## src/rtl/mv_pkg.sv

```systemverilog
package mv_pkg;
  typedef enum logic [1:0] {
    MV_IDLE  = 2'd0,
    MV_ASTAB = 2'd1,
    MV_MONO  = 2'd2
  } mv_mode_e;

  localparam int MV_NIN     = 6;
  localparam int IX_GATE_HI = 0;
  localparam int IX_GATE_LN = 1;
  localparam int IX_TRIG_P  = 2;
  localparam int IX_TRIG_N  = 3;
  localparam int IX_RETRIG  = 4;
  localparam int IX_KILL    = 5;

  localparam logic [MV_NIN-1:0] MV_IN_RST = 6'b000010;
endpackage

```

## src/rtl/mv_rst_sync.sv

```systemverilog
module mv_rst_sync (
  input  logic clk,
  input  logic rst_n,
  output logic rst_sync_n
);
  logic r1_q;
  logic r2_q;

  always_ff @(posedge clk or negedge rst_n) begin
    if (!rst_n) begin
      r1_q <= 1'b0;
      r2_q <= 1'b0;
    end else begin
      r1_q <= 1'b1;
      r2_q <= r1_q;
    end
  end

  assign rst_sync_n = r2_q;
endmodule

```

## src/rtl/mv_in_sync.sv

```systemverilog
module mv_in_sync #(
  parameter int                N       = 6,
  parameter logic [N-1:0]      RST_VAL = '0
) (
  input  logic         clk,
  input  logic         rst_n,
  input  logic [N-1:0] async_i,
  output logic [N-1:0] lvl_o,
  output logic [N-1:0] prv_o
);
  for (genvar i = 0; i < N; i++) begin : g_bit
    logic meta_q;
    logic lvl_q;
    logic prv_q;

    always_ff @(posedge clk or negedge rst_n) begin
      if (!rst_n) begin
        meta_q <= RST_VAL[i];
        lvl_q  <= RST_VAL[i];
        prv_q  <= RST_VAL[i];
      end else begin
        meta_q <= async_i[i];
        lvl_q  <= meta_q;
        prv_q  <= lvl_q;
      end
    end

    assign lvl_o[i] = lvl_q;
    assign prv_o[i] = prv_q;
  end
endmodule

```

## src/rtl/mv_period_timer.sv

```systemverilog
module mv_period_timer #(
  parameter int W = 16
) (
  input  logic         clk,
  input  logic         rst_n,
  input  logic         run_i,
  input  logic         start_i,
  input  logic [W-1:0] first_i,
  input  logic [W-1:0] norm_i,
  output logic         end_o,
  output logic         osc_o,
  output logic [W-1:0] len_o
);
  localparam logic [W-1:0] ONE  = W'(1);
  localparam logic [W:0]   ONEX = (W+1)'(1);

  logic [W-1:0] cnt_q, cnt_d;
  logic [W-1:0] len_q, len_d;
  logic [W-1:0] first_eff, norm_eff;
  logic [W:0]   half_up;
  logic         last;
  logic         tick_en;

  assign first_eff = (first_i == '0) ? ONE : first_i;
  assign norm_eff  = (norm_i == '0) ? ONE : norm_i;
  assign last      = (cnt_q == (len_q - ONE));
  assign tick_en   = start_i | run_i;
  assign half_up   = ({1'b0, len_q} + ONEX) >> 1;

  always_comb begin
    cnt_d = cnt_q;
    len_d = len_q;
    if (start_i) begin
      cnt_d = '0;
      len_d = first_eff;
    end else if (run_i) begin
      if (last) begin
        cnt_d = '0;
        len_d = norm_eff;
      end else begin
        cnt_d = cnt_q + ONE;
      end
    end
  end

  always_ff @(posedge clk or negedge rst_n) begin
    if (!rst_n) begin
      cnt_q <= '0;
      len_q <= ONE;
    end else if (tick_en) begin
      cnt_q <= cnt_d;
      len_q <= len_d;
    end
  end

  assign end_o = run_i & last;
  assign osc_o = run_i & ({1'b0, cnt_q} < half_up);
  assign len_o = len_q;
endmodule

```

## src/rtl/mv_mode_ctrl.sv

```systemverilog
module mv_mode_ctrl
  import mv_pkg::*;
(
  input  logic     clk,
  input  logic     rst_n,
  input  logic     gate_i,
  input  logic     pos_ev_i,
  input  logic     neg_ev_i,
  input  logic     rtg_rise_i,
  input  logic     rtg_lvl_i,
  input  logic     kill_i,
  input  logic     tmr_end_i,
  output mv_mode_e mode_o,
  output logic     q_o,
  output logic     q_n_o,
  output logic     start_o,
  output logic     rtg_ok_o
);
  mv_mode_e mode_q, mode_d;
  logic     q_q, q_d;
  logic     qn_q;
  logic     ok_q, ok_d;

  always_comb begin
    mode_d  = mode_q;
    q_d     = q_q;
    ok_d    = ok_q;
    start_o = 1'b0;
    if (kill_i) begin
      mode_d = MV_IDLE;
      q_d    = 1'b0;
    end else if (gate_i && (mode_q != MV_ASTAB)) begin
      mode_d  = MV_ASTAB;
      q_d     = 1'b1;
      start_o = 1'b1;
    end else begin
      case (mode_q)
        MV_ASTAB: begin
          if (!gate_i) begin
            mode_d = MV_IDLE;
            q_d    = 1'b0;
          end else if (tmr_end_i) begin
            q_d = ~q_q;
          end
        end
        MV_MONO: begin
          if (tmr_end_i && !(ok_q && rtg_lvl_i)) begin
            mode_d = MV_IDLE;
            q_d    = 1'b0;
          end
        end
        default: begin
          if (pos_ev_i || neg_ev_i || rtg_rise_i) begin
            mode_d  = MV_MONO;
            q_d     = 1'b1;
            start_o = 1'b1;
            ok_d    = pos_ev_i | rtg_rise_i;
          end
        end
      endcase
    end
  end

  always_ff @(posedge clk or negedge rst_n) begin
    if (!rst_n) begin
      mode_q <= MV_IDLE;
      q_q    <= 1'b0;
      qn_q   <= 1'b1;
      ok_q   <= 1'b0;
    end else begin
      mode_q <= mode_d;
      q_q    <= q_d;
      qn_q   <= ~q_d;
      ok_q   <= ok_d;
    end
  end

  assign mode_o   = mode_q;
  assign q_o      = q_q;
  assign q_n_o    = qn_q;
  assign rtg_ok_o = ok_q;
endmodule

```

## src/rtl/pulse_multivib.sv

```systemverilog
module pulse_multivib
  import mv_pkg::*;
#(
  parameter int CNT_W = 16
) (
  input  logic             clk,
  input  logic             rst_n,
  input  logic             gate_hi_i,
  input  logic             gate_lo_n_i,
  input  logic             trig_pos_i,
  input  logic             trig_neg_i,
  input  logic             retrig_i,
  input  logic             ext_rst_i,
  input  logic [CNT_W-1:0] first_len_i,
  input  logic [CNT_W-1:0] norm_len_i,
  output logic             q_o,
  output logic             q_n_o,
  output logic             osc_o
);
  logic              rst_int_n;
  logic [MV_NIN-1:0] raw_in;
  logic [MV_NIN-1:0] lvl;
  logic [MV_NIN-1:0] prv;
  logic              gate_on;
  logic              pos_ev;
  logic              neg_ev;
  logic              rtg_rise;
  logic              kill;
  logic              trig_any;
  logic              tmr_start;
  logic              tmr_end;
  logic              tmr_run;
  logic              rtg_ok;
  logic [CNT_W-1:0]  cur_len;
  mv_mode_e          mode;
  logic              unused_prev;

  assign raw_in[IX_GATE_HI] = gate_hi_i;
  assign raw_in[IX_GATE_LN] = gate_lo_n_i;
  assign raw_in[IX_TRIG_P]  = trig_pos_i;
  assign raw_in[IX_TRIG_N]  = trig_neg_i;
  assign raw_in[IX_RETRIG]  = retrig_i;
  assign raw_in[IX_KILL]    = ext_rst_i;

  mv_rst_sync u_rst_sync (
    .clk       (clk),
    .rst_n     (rst_n),
    .rst_sync_n(rst_int_n)
  );

  mv_in_sync #(
    .N      (MV_NIN),
    .RST_VAL(MV_IN_RST)
  ) u_in_sync (
    .clk    (clk),
    .rst_n  (rst_int_n),
    .async_i(raw_in),
    .lvl_o  (lvl),
    .prv_o  (prv)
  );

  assign gate_on  = lvl[IX_GATE_HI] | ~lvl[IX_GATE_LN];
  assign pos_ev   = lvl[IX_TRIG_P] & ~prv[IX_TRIG_P] & ~lvl[IX_TRIG_N];
  assign neg_ev   = ~lvl[IX_TRIG_N] & prv[IX_TRIG_N] & lvl[IX_TRIG_P];
  assign rtg_rise = lvl[IX_RETRIG] & ~prv[IX_RETRIG];
  assign kill     = lvl[IX_KILL];
  assign trig_any = pos_ev | neg_ev | rtg_rise;
  assign tmr_run  = (mode != MV_IDLE);
  assign unused_prev = prv[IX_GATE_HI] ^ prv[IX_GATE_LN] ^ prv[IX_KILL];

  mv_period_timer #(
    .W(CNT_W)
  ) u_timer (
    .clk    (clk),
    .rst_n  (rst_int_n),
    .run_i  (tmr_run),
    .start_i(tmr_start),
    .first_i(first_len_i),
    .norm_i (norm_len_i),
    .end_o  (tmr_end),
    .osc_o  (osc_o),
    .len_o  (cur_len)
  );

  mv_mode_ctrl u_ctrl (
    .clk       (clk),
    .rst_n     (rst_int_n),
    .gate_i    (gate_on),
    .pos_ev_i  (pos_ev),
    .neg_ev_i  (neg_ev),
    .rtg_rise_i(rtg_rise),
    .rtg_lvl_i (lvl[IX_RETRIG]),
    .kill_i    (kill),
    .tmr_end_i (tmr_end),
    .mode_o    (mode),
    .q_o       (q_o),
    .q_n_o     (q_n_o),
    .start_o   (tmr_start),
    .rtg_ok_o  (rtg_ok)
  );
endmodule

```

## config.mk

```make
export PLATFORM = sky130hd
export DESIGN_NAME = pulse_multivib
export DESIGN_NICKNAME = d
export VERILOG_FILES = /design/src/rtl/mv_pkg.sv /design/src/rtl/mv_rst_sync.sv /design/src/rtl/mv_in_sync.sv /design/src/rtl/mv_period_timer.sv /design/src/rtl/mv_mode_ctrl.sv /design/src/rtl/pulse_multivib.sv
export SDC_FILE = /design/constraint.sdc
export NUM_CORES = 1
export LEC_CHECK = 0
export BUFFER_PORTS_ARGS = -buffer_cell sky130_fd_sc_hd__buf_2
export CORE_MARGIN = 8
export CORE_UTILIZATION = 64
export CTS_CLUSTER_SIZE = 12
export DETAILED_ROUTE_END_ITERATION = 16
export HOLD_SLACK_MARGIN = 0.06
export PLACE_DENSITY = 0.89
export SYNTH_ARGS = -nofsm -noshare
export SYNTH_HDL_FRONTEND = slang
export SYNTH_SLANG_ARGS = --single-unit
```

## constraint.sdc

```tcl
create_clock -name clk -period 8.76 [get_ports clk]
set_input_delay 1.752 -clock clk [delete_from_list [all_inputs] [get_ports clk]]
set_output_delay 1.752 -clock clk [all_outputs]
set_load 0.01 [all_outputs]
```

==> metrics, run 1 <==
Initial Util=65.4%; drt drc=0; Net Sw Power=382 uW; # rows=28; Hold Path Class=reg2reg; main combinational cell family by area after synthesis=simple AND/OR/NAND/NOR gates; DIE HEIGHT=93.6 um; critical path endpoint category=output pin; DP HPWL=6790 um; Worst Skew=9.96 ps; most used cell, CP=a21oi_1; die width=93.6 um; clock tree root buffer cell=clkbuf_8; setup repair bufs after CTS=0; WS Path Type=reg2out; initial antenna violation count=0; adder-cell share of the synthesized area=7.15%; CTS tree=done; ys async rst share=100%; # diodes=0; vias after detailed routing=3187; final hold vios=0; worst-path cell chain=ha_1 -> nand3_1 -> nor2_1 -> and3_1 -> nand3_1 -> xor2_1 -> ha_1 -> a21oi_1 -> nor2b_1 -> o21ai_0 -> nand2b_1 -> a21oi_1 -> o21ai_0 -> a21oi_1 -> buf_2; syn avg cell area=9.85 um2; mux cell area share after synthesis=4.71%; Worst-Margin Slew=1080 ps; Leak=0.00178 uW; Critical Path Source=u_timer.len_o[0]$_DFFE_PN1P_; mapped cell area=3850 um2; Non-Filler Instances=491; Synth Area in XOR/XNOR=9.55%; Final Max Slew Viols=0; Top FF cell, synth=dfrtp_1; DR iter-0 viols=335; Worst EP required=7010 ps; Post-DRT Antenna Nets=0; clk sinks=54; Inst Count DP=483; DRT Pass-1 Iters=5; crit path max fanout=7; routed wire length=9180 um; startpoint types=register; Setup violations, final=0; Cells after Synth=391; worst path arrival time=3370 ps; Comb pwr share=39.5%; syn nets=453; Critical Path Slowest Stage Cell=dfstp_2; Worst path max stage delay=620 ps; Int Pwr=520 uW; hold_buf cts=0; Clock Latency Late Sink=320 ps; #FFs+latches synth=54; port bufs=42; clock power share=16.9%; EDFF count, synth=0; core area=5890 um2; post-synthesis simple-gate area fraction=22.9%; Max-slew headroom=27.8%; first-pass GRT wire length=15000 um; sequential fraction of design power=43.6%; Area growth syn-to-layout=6.89%; Max Cap Viol=0; worst r2r src=u_timer.len_o[1]$_DFFE_PN0P_; final period utilization=58.5%; crit path time final=5120 ps; setup_tns=0 ps; Max IR drop VDD=126 uV; FMAX=195 MHz; Switching Fraction=42.4%; Die ar.=8750 um2; yosys warns=0; CTS max path bufs=2; GPL Wtd Cong=0.951; Resize count post-CTS=0; I/O pin count=43; Clock Pin Slew Worst Setup and Hold Paths=110 ps; compound-gate portion of the synthesized area=15.5%; RSZ-0062 raised after global routing=false; GRT Util Overall=21.4%; post-synthesis sequential area ratio=35.2%; largest net degree at the start of global routing=53; Hold Crit Start=u_in_sync.g_bit[2].meta_q$_DFF_PN0_; PwrDens=219 nW/um2; clock buffer count from CTS=5; Vias per Instance=6.49; status=completed; drt wl/cell=18.7 um; H-tree levels=2; vias in the first global route=3106; share of layout cells above drive strength 1=20.4%; unique cell type count in the Yosys netlist=62; GRT Residual Overflow=0; nets@finish=477
[cell usage in the layout (no fill, tap or decap), types with 11 or more instances in the layout]
| cell type | netlist | final |
|---|---|---|
| dfrtp_1 | 50 | 49 |
| buf_2 | 3 | 42 |
| xor2_1 | 28 | 28 |
| ha_1 | 22 | 22 |
| and3_1 | 11 | 11 |
| xnor2_1 | 14 | 14 |
| a21oi_1 | 15 | 15 |
| nor4_1 | 15 | 15 |
| nand2_1 | 17 | 17 |
| inv_1 | 13 | 13 |
| o21ai_0 | 13 | 13 |
| nand3_1 | 17 | 17 |
| a22o_1 | 14 | 14 |
| nor2_1 | 14 | 14 |
[cells by family after synthesis]
group	Yosys count
XOR/XNOR	42
adder cells (fa/ha/maj)	22
multiplexers	16
buffers and inverters	38
AO/OA/AOI/OAI	76
flip-flops	54
other	1
AND/OR/NAND/NOR	142
[sequential cells by signal, summed over array words and instances, names as in the netlist]
signal,flops
u_ctrl.mode_o,2
u_ctrl.q_n_o,1
u_ctrl.q_o,1
u_ctrl.rtg_ok_o,1
u_in_sync.g_bit.lvl_q,6
u_in_sync.g_bit.meta_q,6
u_in_sync.g_bit.prv_q,3
u_rst_sync.r1_q,1
u_rst_sync.rst_sync_n,1
u_timer.cnt_q,16
u_timer.len_o,16
[per-stage QoR]
step	worst slack (ps)	instance area, um2	hold WS [ps]	power [uW]	utilization (%)
3_3_place_gp	4280	4020	333	718	68.3
3_5_place_dp	4100	4020	338	738	68.3
2_1_floorplan	4470	3850	331	663	-
6_report	3640	4120	360	902	69.9
4_1_cts	3710	4120	362	891	69.9
5_1_grt	3480	4120	370	951	69.9
[layer usage]
metal / vias to the layer above / part of all wire [%] / GRT usage, %
met5: - / 0 / 0
li1: 1482 / - / -
met4: 0 / 2.6 / 7.53
met2: 153 / 48 / 35.8
met3: 24 / 6.8 / 4.09
met1: 1528 / 43 / 26.9
[cell usage after synthesis, types with 2 or more instances]
library cell / number / area, um2
a211oi_1: 4 / 30.0
xor2_1: 28 / 245
buf_1: 2 / 7.51
nor4_1: 15 / 93.8
dfstp_2: 4 / 105
nor4b_1: 2 / 17.5
mux2_4: 2 / 30.0
mux2i_1: 5 / 50.1
ha_1: 22 / 275
nor2b_1: 3 / 18.8
nor2_1: 14 / 52.6
a21oi_1: 15 / 75.1
mux2_2: 9 / 101
nand2b_1: 9 / 56.3
xnor2_1: 14 / 123
nand3_1: 17 / 85.1
a22o_1: 14 / 123
nor2_4: 9 / 101
inv_1: 13 / 48.8
nand2_1: 17 / 63.8
or4_1: 5 / 37.5
a41oi_1: 2 / 17.5
a21o_1: 5 / 37.5
clkbuf_1: 17 / 63.8
and2_1: 2 / 12.5
buf_2: 3 / 15.0
o211ai_1: 2 / 15.0
or2_2: 3 / 18.8
and3_1: 11 / 68.8
a2111oi_4: 2 / 55.1
nor3_1: 6 / 30.0
buf_12: 2 / 40.0
and2_0: 2 / 12.5
o21ai_0: 13 / 65.1
a22oi_1: 2 / 15.0
nand3b_1: 2 / 15.0
nand4_1: 9 / 56.3
o31a_1: 4 / 35.0
or3_1: 7 / 43.8
nor3b_1: 2 / 15.0
o311ai_0: 2 / 17.5
dfrtp_1: 50 / 1250
[path summary, 6_finish.rpt]
kind	to	slack (ps)	depth (start not counted)
max in group asynchronous	u_rst_sync.rst_sync_n$_DFF_PN0_	7450	1
min in group asynchronous	u_in_sync.g_bit[3].meta_q$_DFF_PN0_	490	0
worst max-delay path	osc_o	3640	15
worst min-delay path	u_in_sync.g_bit[2].lvl_q$_DFF_PN0_	360	0
worst min register to register	u_in_sync.g_bit[2].lvl_q$_DFF_PN0_	360	0
worst max register to register	u_timer.len_o[9]$_DFFE_PN0P_	5130	8
[layout make-up]
| class | count | area [um2] |
|---|---|---|
| tap | 75 | 93.8 |
| inverter | 13 | 48.8 |
| clock inverter | 3 | 28.8 |
| clock buffer | 5 | 68.8 |
| timing repair buffer | 42 | 210 |
| fill | 421 | 1770 |
| sequential | 54 | 1360 |
| multi-input combinational | 299 | 2310 |
[critical path, delay by kind of cell (launching register included)]
family	cells	cell delay, ps
flops	1	620
compound gates	5	730
fa+ha+maj	2	530
xor+xnor	1	160
simple gates	6	850
buf+inv	1	160
[power by group through the flow]
stage               Combinational [uW]  Sequential, uW  Clock, uW
floorplan                          332             331          0
global placement                   332             385          0
detailed placement                 344             393          0
CTS                                351             389        151
global route                       387             402        162
finish                             356             393        152
(Power assumes the default switching activity.)
==> run 2: changes to the inputs <==
- CORE_UTILIZATION: 64 -> 59
- PLACE_DENSITY: 0.89 -> 0.83
- clock period: 8.76 -> 5.27 ns (I/O delays scaled with it)
==> run 2 against run 1 <==
Utilization down 5.0 points. Hold slack got worse by 2.0 ps. Largest cell class unchanged. Largest power group unchanged. Critical path type unchanged. Combinational power increased by 66%. Critical endpoint unchanged. Total power is 65% higher.
==> metrics, run 2 (synthesis gave the netlist of run 1 again) <==
status=completed; Non-Filler Instances=494 (+0.61%); Worst-Margin Slew=1040 ps (-38.6 ps); sequential fraction of design power=42.8% (-0.8 points); Vias per Instance=6.18 (-4.7%); critical path endpoint category=output pin; Resize count post-CTS=0 (unchanged); PwrDens=360 nW/um2 (+64%); startpoint types=register; Inst Count DP=486 (+0.62%); GRT Util Overall=18.3% (-3.1 points); die width=96.8 um (+3.4%); final hold vios=0 (unchanged); Worst EP required=4220 ps (-2790 ps); CTS tree=done; Worst Skew=5.74 ps (-4.22 ps); Comb pwr share=39.9% (+0.4 points); GPL Wtd Cong=0.893 (-6.1%); FMAX=240 MHz; Post-DRT Antenna Nets=0 (unchanged); Setup violations, final=0 (unchanged); Max-slew headroom=29.4% (+1.7 points); WS Path Type=reg2out; port bufs=42 (unchanged); Die ar.=9370 um2 (+7.0%); DIE HEIGHT=96.8 um (+3.4%); Max IR drop VDD=224 uV (+77%); Clock Latency Late Sink=320 ps (about the same); drt wl/cell=17.1 um (-8.8%); Max Cap Viol=0 (unchanged); core area=6350 um2 (+7.9%); GRT Residual Overflow=0 (unchanged); worst path arrival time=3110 ps (-260 ps); Final Max Slew Viols=0 (unchanged); I/O pin count=43 (unchanged); CTS max path bufs=2 (unchanged); Tot Pwr=1480 uW (+65%); Clock Pin Slew Worst Setup and Hold Paths=110 ps (about the same); Switching Fraction=41.9% (-0.49 points); # rows=29 (+3.6%); Net Sw Power=622 uW (+63%); drt drc=0 (unchanged); routed wire length=8430 um (-8.2%); vias after detailed routing=3055 (-4.1%); hold_buf cts=0 (unchanged); H-tree levels=2 (unchanged); commonest non-fill, non-tap cell in the layout=dfrtp_1; # diodes=0 (unchanged); Leak=0.00179 uW (+0.27%); share of layout cells above drive strength 1=20.6% (+0.19 points); largest net degree at the start of global routing=53 (unchanged); crit path time final=4160 ps; DR iter-0 viols=282 (-16%); first-pass GRT wire length=14800 um (-0.92%); clock buffer count from CTS=5 (unchanged); vias in the first global route=3132 (+0.84%); Int Pwr=863 uW (+66%); DP HPWL=6410 um (-5.5%); clock power share=17.3% (+0.4 points); nets@finish=478 (+0.21%); RSZ-0062 raised after global routing=false; Hold Path Class=reg2reg; most frequent cells in the layout=49 x dfrtp_1, 42 x buf_2, 28 x xor2_1; clock tree root buffer cell=clkbuf_8; setup repair bufs after CTS=0 (unchanged); final period utilization=79.0%; setup_tns=0 ps (unchanged); initial antenna violation count=0 (unchanged); Area growth syn-to-layout=7.15%; crit path max fanout=7 (unchanged); Initial Util=60.6% (-4.8 points); clk sinks=54 (unchanged); DRT Pass-1 Iters=4 (-1)
==> run 2: cell count changes in the layout (fill, tap and decap cells not counted) <==
cell / before / now
buf_4: 0 / 1
==> run 2: worst paths after layout <==
path,cells after the start,from,end,slack [ps]
worst min-delay path,0,u_in_sync.g_bit[0].meta_q$_DFF_PN0_,u_in_sync.g_bit[0].lvl_q$_DFF_PN0_,360
max in group asynchronous,1,u_rst_sync.rst_sync_n$_DFF_PN0_,u_in_sync.g_bit[0].lvl_q$_DFF_PN0_,4460
worst min register to register,0,u_in_sync.g_bit[0].meta_q$_DFF_PN0_,u_in_sync.g_bit[0].lvl_q$_DFF_PN0_,360
min in group asynchronous,1,u_rst_sync.rst_sync_n$_DFF_PN0_,u_timer.cnt_q[15]$_DFFE_PN0P_,380
worst max register to register,8,u_timer.len_o[1]$_DFFE_PN0P_,u_timer.len_o[15]$_DFFE_PN0P_,1700
worst max-delay path,15,u_timer.len_o[0]$_DFFE_PN1P_,osc_o,1110
==> run 2: worst max-delay path, cell delays in order, from the launching register on <==
cell and delay [ps]:
dfstp_2 610, ha_1 190, nand3_1 120, nor2_1 190, and3_1 240, nand3_1 100, xor2_1 170, ha_1 300
a21oi_1 140, nor2b_1 50, o21ai_0 130, nand2b_1 70, a21oi_1 130, o21ai_0 80, a21oi_1 120, buf_2 140
==> run 2: layout make-up <==
| cell class | instances | area (um2) |
|---|---|---|
| Inverter | 13 | 48.8 |
| Timing Repair Buffer | 43 | 218 |
| Sequential cell | 54 | 1360 |
| Tap cell | 77 | 96.3 |
| Clock buffer | 5 | 68.8 |
| Clock inverter | 3 | 28.8 |
| Multi-Input combinational cell | 299 | 2310 |
| Fill cell | 489 | 2220 |
==> run 2: per-layer routing <==
metal  track usage [%]  vias up  wire length, um
li1                  -     1479                -
met1              24.3     1462             4070
met2              29.3      103             3810
met3              3.77       11              426
met4              4.50        0              119
met5                 0        -                0
==> run 2: per-stage QoR <==
step | setup WS (ps) | area [um2] | utilization (%) | hold slack [ps]
floorplan | 1680 | 3850 | - | 331
global placement | 1520 | 4030 | 63.4 | 332
detailed placement | 1490 | 4030 | 63.4 | 335
CTS | 1110 | 4130 | 65.0 | 360
global route | 910 | 4130 | 65.0 | 368
finish | 1110 | 4130 | 65.0 | 358
==> run 2: power by group through the flow <==
stage	clock network, uW	registers (uW)	logic, uW
detailed placement	0	639	584
global placement	0	634	566
floorplan	0	549	552
finish	257	636	592
CTS	259	631	589
global route	278	653	662
